**config.mk**
```make
export PLATFORM = sky130hd
export DESIGN_NAME = uart_brg_dual
export DESIGN_NICKNAME = d
export VERILOG_FILES = /design/src/rtl/ubrg_pkg.sv /design/src/rtl/ubrg_prescale.sv /design/src/rtl/ubrg_tx_counter.sv /design/src/rtl/ubrg_rx_counter.sv /design/src/rtl/uart_brg_dual.sv
export SDC_FILE = /design/constraint.sdc
export NUM_CORES = 1
export LEC_CHECK = 0
export CAP_MARGIN = 20
export CORE_MARGIN = 10
export CORE_UTILIZATION = 28
export DETAILED_ROUTE_END_ITERATION = 8
export MAX_ROUTING_LAYER = met4
export PLACE_DENSITY = 0.43
export SYNTH_ARGS = -nofsm -noshare
export SYNTH_HDL_FRONTEND = slang
export SYNTH_SLANG_ARGS = --single-unit
```
**constraint.sdc**
```tcl
create_clock -name clk -period 2.9 [get_ports clk]
set_input_delay 0.58 -clock clk [delete_from_list [all_inputs] [get_ports clk]]
set_output_delay 0.58 -clock clk [all_outputs]
set_load 0.01 [all_outputs]
```
**src/rtl/ubrg_pkg.sv**
```systemverilog
package ubrg_pkg;

    localparam int unsigned SEL_W   = 4;
    localparam int unsigned DIV_W   = 8;
    localparam int unsigned PRE_W   = 10;
    localparam int unsigned MIN_DIV = 4;

    // Divisor floor shared by both counters
    function automatic logic [DIV_W-1:0] clamp_div(input logic [DIV_W-1:0] d);
        return (d < DIV_W'(MIN_DIV)) ? DIV_W'(MIN_DIV) : d;
    endfunction

endpackage

```
**src/rtl/ubrg_prescale.sv**
```systemverilog
module ubrg_prescale #(
    parameter int unsigned PRE_W = ubrg_pkg::PRE_W,
    parameter int unsigned SEL_W = ubrg_pkg::SEL_W
) (
    input  logic             clk,
    input  logic             rst_n,
    input  logic             pwr_en,
    input  logic [SEL_W-1:0] sel,
    output logic             base_en
);
    localparam int unsigned MAX_CODE = PRE_W;
    localparam int unsigned MW       = PRE_W + 1;

    typedef struct packed {
        logic [PRE_W-1:0] cnt;
    } pre_state_t;

    pre_state_t    s_d, s_q;
    logic [SEL_W-1:0] code;
    logic [MW-1:0]    mask;

    always_comb begin
        code    = (sel > SEL_W'(MAX_CODE)) ? '0 : sel;
        mask    = (MW'(1) << code) - MW'(1);
        base_en = pwr_en && ((s_q.cnt & mask[PRE_W-1:0]) == mask[PRE_W-1:0]);
        s_d     = s_q;
        s_d.cnt = pwr_en ? s_q.cnt + PRE_W'(1) : '0;
    end

    always_ff @(posedge clk or negedge rst_n) begin
        if (!rst_n) s_q <= '0;
        else        s_q <= s_d;
    end

    p_base_spaced_r1: assert property (@(posedge clk) disable iff (!rst_n)
        (code != '0 && base_en) |=> (!base_en || sel != $past(sel)))
        else $error("base pulses adjacent with non-zero prescale code");

endmodule

```
**src/rtl/ubrg_tx_counter.sv**
```systemverilog
module ubrg_tx_counter #(
    parameter int unsigned DIV_W = ubrg_pkg::DIV_W
) (
    input  logic             clk,
    input  logic             rst_n,
    input  logic             run,
    input  logic             base_en,
    input  logic [DIV_W-1:0] div_eff,
    input  logic             wr,
    input  logic             frame_done,
    output logic             tick
);
    typedef struct packed {
        logic [DIV_W-1:0] cnt;
        logic             busy;
        logic             pend;
        logic             tick;
    } tx_state_t;

    tx_state_t s_d, s_q;
    logic      wrap;
    logic      restart;

    always_comb begin
        s_d      = s_q;
        s_d.tick = 1'b0;
        restart  = 1'b0;
        wrap     = (s_q.cnt >= div_eff - DIV_W'(1));
        if (!run) begin
            s_d = '0;
        end else if (wr && !s_q.busy) begin
            s_d.cnt  = '0;
            s_d.busy = 1'b1;
            s_d.pend = 1'b0;
        end else begin
            if (frame_done && s_q.busy) begin
                if (s_q.pend || wr) begin
                    s_d.cnt  = '0;
                    s_d.pend = 1'b0;
                    restart  = 1'b1;
                end else begin
                    s_d.busy = 1'b0;
                end
            end else if (wr) begin
                s_d.pend = 1'b1;
            end
            if (!restart && base_en) begin
                if (wrap) begin
                    s_d.cnt  = '0;
                    s_d.tick = 1'b1;
                end else begin
                    s_d.cnt = s_q.cnt + DIV_W'(1);
                end
            end
        end
    end

    always_ff @(posedge clk or negedge rst_n) begin
        if (!rst_n) s_q <= '0;
        else        s_q <= s_d;
    end

    assign tick = s_q.tick;

    p_tx_held_r5: assert property (@(posedge clk) disable iff (!rst_n)
        !run |=> (s_q.cnt == '0 && !s_q.busy && !tick))
        else $error("tx counter not held while disabled");

    p_tx_pulse_r3: assert property (@(posedge clk) disable iff (!rst_n)
        tick |=> !tick)
        else $error("tx tick longer than one cycle");

    p_tx_restart_r7: assert property (@(posedge clk) disable iff (!rst_n)
        (run && frame_done && s_q.busy && s_q.pend) |=> (s_q.cnt == '0 && !tick))
        else $error("tx counter not restarted with byte pending");

endmodule

```
**src/rtl/ubrg_rx_counter.sv**
```systemverilog
module ubrg_rx_counter #(
    parameter int unsigned DIV_W = ubrg_pkg::DIV_W
) (
    input  logic             clk,
    input  logic             rst_n,
    input  logic             run,
    input  logic             base_en,
    input  logic [DIV_W-1:0] div_eff,
    input  logic             start,
    input  logic             frame_done,
    output logic             tick
);
    typedef struct packed {
        logic [DIV_W-1:0] cnt;
        logic             active;
        logic             tick;
    } rx_state_t;

    rx_state_t s_d, s_q;
    logic      wrap;

    always_comb begin
        s_d      = s_q;
        s_d.tick = 1'b0;
        wrap     = (s_q.cnt >= div_eff - DIV_W'(1));
        if (!run) begin
            s_d = '0;
        end else if (start) begin
            s_d.cnt    = '0;
            s_d.active = 1'b1;
        end else if (frame_done) begin
            s_d.cnt    = '0;
            s_d.active = 1'b0;
        end else if (s_q.active && base_en) begin
            if (wrap) begin
                s_d.cnt  = '0;
                s_d.tick = 1'b1;
            end else begin
                s_d.cnt = s_q.cnt + DIV_W'(1);
            end
        end
    end

    always_ff @(posedge clk or negedge rst_n) begin
        if (!rst_n) s_q <= '0;
        else        s_q <= s_d;
    end

    assign tick = s_q.tick;

    p_rx_held_r9: assert property (@(posedge clk) disable iff (!rst_n)
        !run |=> (s_q.cnt == '0 && !s_q.active))
        else $error("rx counter not held while disabled");

    p_rx_stop_r11: assert property (@(posedge clk) disable iff (!rst_n)
        (run && frame_done && !start) |=> (!s_q.active && s_q.cnt == '0))
        else $error("rx counter still running after frame end");

    p_rx_idle_quiet_r11: assert property (@(posedge clk) disable iff (!rst_n)
        !s_q.active |=> !tick)
        else $error("rx tick while idle");

endmodule

```
**src/rtl/uart_brg_dual.sv**
```systemverilog
module uart_brg_dual #(
    parameter int unsigned SEL_W = ubrg_pkg::SEL_W,
    parameter int unsigned DIV_W = ubrg_pkg::DIV_W,
    parameter int unsigned PRE_W = ubrg_pkg::PRE_W
) (
    input  logic             clk,
    input  logic             rst_n,
    input  logic             pwr_en,
    input  logic             tx_en,
    input  logic             rx_en,
    input  logic [SEL_W-1:0] clk_sel,
    input  logic [DIV_W-1:0] divisor,
    input  logic             txbuf_wr,
    input  logic             tx_frame_done,
    input  logic             rx_start_det,
    input  logic             rx_frame_done,
    output logic             tx_tick,
    output logic             rx_tick
);
    logic             base_en;
    logic [DIV_W-1:0] div_eff;
    logic             tx_run;
    logic             rx_run;

    always_comb begin
        div_eff = (divisor < DIV_W'(ubrg_pkg::MIN_DIV)) ? DIV_W'(ubrg_pkg::MIN_DIV) : divisor;
        tx_run  = pwr_en && tx_en;
        rx_run  = pwr_en && rx_en;
    end

    ubrg_prescale #(.PRE_W(PRE_W), .SEL_W(SEL_W)) u_pre (
        .clk(clk), .rst_n(rst_n), .pwr_en(pwr_en), .sel(clk_sel), .base_en(base_en)
    );

    ubrg_tx_counter #(.DIV_W(DIV_W)) u_tx (
        .clk(clk), .rst_n(rst_n), .run(tx_run), .base_en(base_en), .div_eff(div_eff),
        .wr(txbuf_wr), .frame_done(tx_frame_done), .tick(tx_tick)
    );

    ubrg_rx_counter #(.DIV_W(DIV_W)) u_rx (
        .clk(clk), .rst_n(rst_n), .run(rx_run), .base_en(base_en), .div_eff(div_eff),
        .start(rx_start_det), .frame_done(rx_frame_done), .tick(rx_tick)
    );

    p_unpowered_quiet_r2: assert property (@(posedge clk) disable iff (!rst_n)
        !pwr_en |=> (!tx_tick && !rx_tick))
        else $error("tick while power is off");

    p_div_floor_r4: assert property (@(posedge clk) disable iff (!rst_n)
        tx_tick |=> !tx_tick)
        else $error("tx ticks adjacent despite divisor floor");

endmodule

```
==> metrics.txt, run 1 <==
root buf cell clkbuf_8; Buf/Inv on CP 1; H-tree levels 2; Layout Cells excl Fill between 400 and 500; Via density about 4.8; DP Worst Slack -1.37 ns; critical path depth 17; #FFs+latches synth 31; Top-Level Pins 23; die height between 100 and 150 um; status finished with violations; sequential area share after synthesis between 30% and 40%; final hold vios 0; total clock buffers created by CTS 5; met2 Use GR around 17%; core footprint around 7800 sq um; initial antenna violation count 0; crit-path cells buf_6, or3_4, or3_4, or2_4, nand2_4, ha_4, nand2_4, or2_4, xor2_2, ha_1, nand2_2, nor3_2, a31oi_2, nor2b_4, and3_4, and3_4, a221o_2; routability cong. slightly above 0.8; CTS Sinks 31; WP data required 3.06 ns; Die X around 110 um; layout net count between 300 and 400; syn avg cell area approximately 9 sq um; Netlist cell types 55; M3 GR Usage 2.50%; fin crit share 126%; Synth Flop Type dfrtp_1; # rows 32; ANT nets after route 0; Critical Path AT roughly 3.8 ns; class of the worst hold path flop to flop; hold-critical path depth 1; DR vias about 2000; slowest CP cell or3_4; first-pass GRT wire length 10400 um; drt total wl between 5000 and 6000 um; mapped cell area between 2000 and 2500 sq um; Synth warnings 0; Achievable Freq 274 MHz; DRT Pass-1 Iters 4; startpoint types primary input; TritonCTS clock tree yes; total gr overflow 0; ant diodes 0; CP Capture Type flop; worst vdd ir a little over 0.2 mV; Async S/R FF share, synth 100%; fin. max-slew vios 0; Die Footprint about 12000 sq um; Slew HR a little over 70%; met1 Usage GRT roughly 14%; Tightest Pin Transition ~0.43 ns; Initial Util between 20% and 30%; Post-Place Cells between 400 and 500; largest net degree at the start of global routing 32; max cap viols 0; Crit path largest cell delay about 0.38 ns; GR peak layer met2; setup violators final 18; failing checks setup timing; HPWL after detailed placement 4430 um; critical path type primary input to flop; worst reg2reg path depth 10; most frequent cells in the layout buf_4, dfrtp_1, ha_1, clkdlybuf4s50_1, nand3_1; IO buf count 22; pwr/cell area slightly above 300 nW/um^2; Post-synth EDFFs 0; Worst-Skew Late Latency 0.28 ns; Critical Path Fanout Max 5; vias in the first global route between 2000 and 2500; Tmin final 3.65 ns; Synth Net Count roughly 290; Top delay family on crit path simple AND/OR/NAND/NOR gates; worst setup margin -0.751 ns; final setup skew around 0.0060 ns; WL per Instance 13.9 um; Iteration-0 DRC Markers 84; area delta synth->final 44.7%; most common cell after layout, fill and taps aside buf_4; share of layout cells above drive strength 1 a little over a third; Clock transition at path regs 0.07 ns; Total GRT Usage between 10% and 20%; Leak Pwr between 1 and 1.5 nW; Clock Tree Buf Depth 2; RSZ-0062 raised after global routing true; worst hold margin around 0.52 ns; DR DRC count 0; Tot Pwr 993 uW; Post-Synthesis Cells around 250
cells by family after synthesis:
family | Yosys count | share of synthesized area [%]
xor+xnor | 17 | 6.55
mux | 1 | 0.441
fa+ha+maj | 21 | 11.6
simple gates | 108 | 26.8
compound gates | 55 | 17.0
buf+inv | 18 | 3.58
flops | 31 | 34.1
sequential cells by signal, summed over array words and instances (netlist names):
name and flops:
u_pre.s_q 10, u_tx.s_q 10, u_rx.s_q 9, u_rx.tick 1
u_tx.tick 1
synth_stat cells (all sizes together) (2+ instances only):
library cell	instances	share of area (%)
nor3	13	3.6
a21oi	11	2.4
nand3	18	4.0
xnor2	10	3.9
nand2	20	3.4
and2	10	3.0
nor4b	2	1.0
nor3b	2	0.66
buf	4	1.3
nor2b	5	1.4
clkbuf	2	0.33
dfrtp	31	34
or2	2	0.55
inv	12	2.0
nand2b	6	1.7
ha	21	12
a211oi	3	1.2
o31ai	3	1.2
o21ai	18	4.0
or3	5	1.4
a21o	2	0.66
xor2	7	2.7
a22o	2	0.88
o21a	2	0.99
a2bb2oi	2	0.77
nor2	12	2.0
and3	10	3.0
final timing paths:
kind,slack (ns),startpoint,to
max in group asynchronous,1.89,rst_n,u_pre.s_q[5]
min in group asynchronous,0.70,rst_n,u_tx.s_q[2]
hold / removal,0.52,u_pre.s_q[0],u_pre.s_q[0]
hold reg to reg,0.52,u_pre.s_q[0],u_pre.s_q[0]
setup reg to reg,0.57,u_tx.s_q[3],u_tx.s_q[6]
setup / recovery,-0.75,divisor[4],u_tx.s_q[7]
per-stage QoR:
step | area [sq um] | util, % | setup TNS (ns)
detailed placement | 2930 | 37.5 | -22.49
CTS | 3200 | 40.9 | -11.78
global route | 3290 | 42.1 | -12.28
finish | 3290 | 42.1 | -10.09
global placement | 2930 | 37.5 | -21.34
floorplan | 2310 | - | -10.67
final cells by class:
class                           instances  area (sq um)
Fill cell                             799          4520
Multi-Input combinational cell        202          1640
Sequential cell                        31           776
Timing Repair Buffer                   72           614
Tap cell                              102           128
Clock buffer                            6          72.6
Inverter                               12          45.0
Clock inverter                          2          12.5
worst register-to-register path, stage by stage, from the launching register on:
cell and delay (ns):
dfrtp_1 0.42, inv_1 0.07, ha_1 0.28, nand2b_1 0.14, a2111o_1 0.38, a31oi_2 0.23
nor2b_4 0.18, buf_4 0.13, nand3_4 0.11, buf_4 0.17, o22ai_1 0.14
per-layer routing:
layer / part of all wire [%] / vias to the layer above
met5: 0 / -
met4: 1.3 / 0
met3: 3.1 / 6
met2: 49 / 22
met1: 47 / 978
li1: - / 1043
power breakdown:
part	leakage, nW	internal [mW]	total (mW)	switching [mW]
Clock	0.0412	0.168	0.344	0.176
Sequential	0.429	0.437	0.443	0.00581
Combinational	1.02	0.111	0.206	0.0953
Total	1.49	0.716	0.993	0.277
what timing repair did:
item                                    4_1_cts  5_1_grt
endpoints found under the setup margin       18       18
pin swaps                                    23       22
buffers inserted                              8        3
resized for setup                            49       18
hold buffers                                  0        0
gates cloned                                  0        0
Note: power is estimated with default switching activity, not from simulation.
==> run 2, diff against run 1 <==
- CORE_MARGIN: 10 -> unset
- CTS_CLUSTER_DIAMETER: unset -> 200
- SKIP_LAST_GASP: unset -> 1
==> run 2 against run 1 <==
- the flow still finishes with violations (setup timing)
- design area grew 1.3%
- power grew 18%
- largest power group is now the clock network
- clock power grew 52%
- sequential share of layout area shrank 0.30 points
- critical path depth is the same
- combinational power is essentially flat
- fmax grew 0.78%
- via count shrank 1.4%
==> metrics.txt, run 2 (synthesis gave the netlist of run 1 again) <==
most common cell after layout, fill and taps aside buf_4; Initial Util 29.1% (unchanged); H-tree levels 2 (unchanged); final hold vios 0 (unchanged); setup_tns -9.63 ns (+0.458 ns); total clock buffers created by CTS 5 (unchanged); most frequent cells in the layout buf_4, dfrtp_1, ha_1; die height 92.1 um (-16%); Clock transition at path regs 0.07 ns (about the same); critical path type primary input to flop; ANT nets after route 0 (unchanged); Leak Pwr 1.51 nW (+1.3%); max cap viols 0 (unchanged); CTS Sinks 31 (unchanged); area delta synth->final 46.5%; setup violators final 18 (unchanged); crit-path cells buf_6, or3_4, or3_4, or2_4, nand2_4, ha_4, nand2_4, or2_4, xor2_2, ha_1, nand2_2, nor3_4, a31oi_4, nor2b_4, and3_4, and3_4, a221o_2; Via density 4.78 (-0.48%); drt total wl 5550 um (-6.3%); total gr overflow 0 (unchanged); vias in the first global route 2017 (-7.0%); Total GRT Usage 14.5% (+3.5 points); routability cong. 0.803 (-1.2%); Clock Tree Buf Depth 2 (unchanged); fin. max-slew vios 0 (unchanged); Slew HR 69.4% (-1.7 points); WP data required 3.08 ns (+0.02 ns); status finished with violations; HPWL after detailed placement 4070 um (-8.1%); DRT Pass-1 Iters 4 (unchanged); WL per Instance 13.1 um (-5.4%); failing checks setup timing; initial antenna violation count 0 (unchanged); largest net degree at the start of global routing 32 (unchanged); slowest CP cell or3_4; startpoint types primary input; layout net count 362 (-1.1%); IO buf count 22 (unchanged); first-pass GRT wire length 9520 um (-8.2%); Tightest Pin Transition 0.456 ns (+0.0216 ns); share of layout cells above drive strength 1 34.6% (-0.50 points); Post-Place Cells 408 (-0.49%); # rows 32 (unchanged); Top-Level Pins 23 (unchanged); DR vias 2020 (-1.4%); hold_buf cts 0 (unchanged); Critical Path Fanout Max 5 (unchanged); final setup skew 0.0118 ns (+0.00582 ns); fin crit share 125% (-0.98 points); Worst-Skew Late Latency 0.29 ns (about the same); Buf/Inv on CP 1 (unchanged); Critical Path AT 3.80 ns (about the same); biggest regs u_pre.s_q (10), u_tx.s_q (10), u_rx.s_q (9); DR DRC count 0 (unchanged); ant diodes 0 (unchanged); core footprint 7810 sq um (unchanged); Top delay family on crit path simple AND/OR/NAND/NOR gates; CP Capture Type flop; Tmin final 3.62 ns (-0.0283 ns); Die X 92.1 um (-16%); TritonCTS clock tree yes; worst setup margin -0.723 ns (+0.0283 ns); root buf cell clkbuf_8; RSZ-0062 raised after global routing true; pwr/cell area 350 nW/um^2 (+16%); Iteration-0 DRC Markers 39 (-54%); Layout Cells excl Fill 423 (-0.94%); class of the worst hold path flop to flop; Crit path largest cell delay 0.38 ns (about the same); Die Footprint 8480 sq um (-30%); worst vdd ir 0.178 mV (-13%); Achievable Freq 276 MHz (+0.78%)
[run 2: changes by cell type in the layout (fill, tap and decap cells not counted), sizes merged]
cell,delta
clkdlybuf4s50,-2
dlymetal6s2s,+2
buf,-4
bufinv,+2
clkinv,-1
clkinvlp,-1
[run 2: cell type report]
cell class / instances / area, sq um
Clock buffer: 6 / 72.6
Sequential cell: 31 / 776
Fill cell: 784 / 4480
Timing Repair Buffer: 68 / 579
Clock inverter: 2 / 60.1
Inverter: 12 / 45.0
Multi-Input combinational cell: 202 / 1670
Tap cell: 102 / 128
[run 2: final timing paths]
kind	cells past startpoint	slack (ns)	start	end
setup / recovery	17	-0.72	divisor[5]	u_tx.s_q[7]
hold / removal	1	0.52	u_pre.s_q[0]	u_pre.s_q[0]
setup reg to reg	10	0.55	u_tx.s_q[3]	u_tx.s_q[5]
hold reg to reg	1	0.52	u_pre.s_q[0]	u_pre.s_q[0]
max in group asynchronous	2	1.90	rst_n	u_tx.tick
min in group asynchronous	2	0.70	rst_n	u_tx.s_q[10]
[run 2: per-layer routing]
layer  vias to the layer above  part of all wire (%)  GRT usage [%]
met4                         0                   1.7           5.08
li1                       1039                     -              -
met3                        11                   2.2           2.82
met1                       951                    49           18.9
met5                         -                     0              -
met2                        19                    47           22.5
[run 2: report_power, final]
part           internal (mW)  total [mW]  switching [mW]  leakage, nW
combinational          0.107       0.203          0.0954         1.02
clock                  0.344       0.522           0.178       0.0654
sequential             0.437       0.443         0.00535        0.429
total                  0.888        1.17           0.279         1.51
[run 2: through the flow]
step                area (sq um)  power, mW  setup WS (ns)  hold WS (ns)  utilization (%)
floorplan                   2310      0.537         -0.824         0.284                -
global placement            2910      0.637          -1.32         0.509             37.3
detailed placement          2910      0.635          -1.39         0.500             37.3
CTS                         3230       1.18         -0.775         0.512             41.4
global route                3330       1.22         -0.817         0.545             42.6
finish                      3330       1.17         -0.723         0.522             42.6
[run 2: what timing repair did]
action                                  CTS  global route
setup buffers                             6             1
endpoints found under the setup margin   18            18
pin swaps                                23            14
resized for setup                        48            22
[run 2: worst register-to-register path: cells and delay by family (launching register included)]
| family | cells | cell delay (ns) |
|---|---|---|
| buffers and inverters | 2 | 0.20 |
| and+or+nand+nor | 3 | 0.41 |
| AOI/OAI and AO/OA | 3 | 0.82 |
| muxes | 1 | 0.15 |
| DFF | 1 | 0.42 |
| adders and majority gates | 1 | 0.28 |
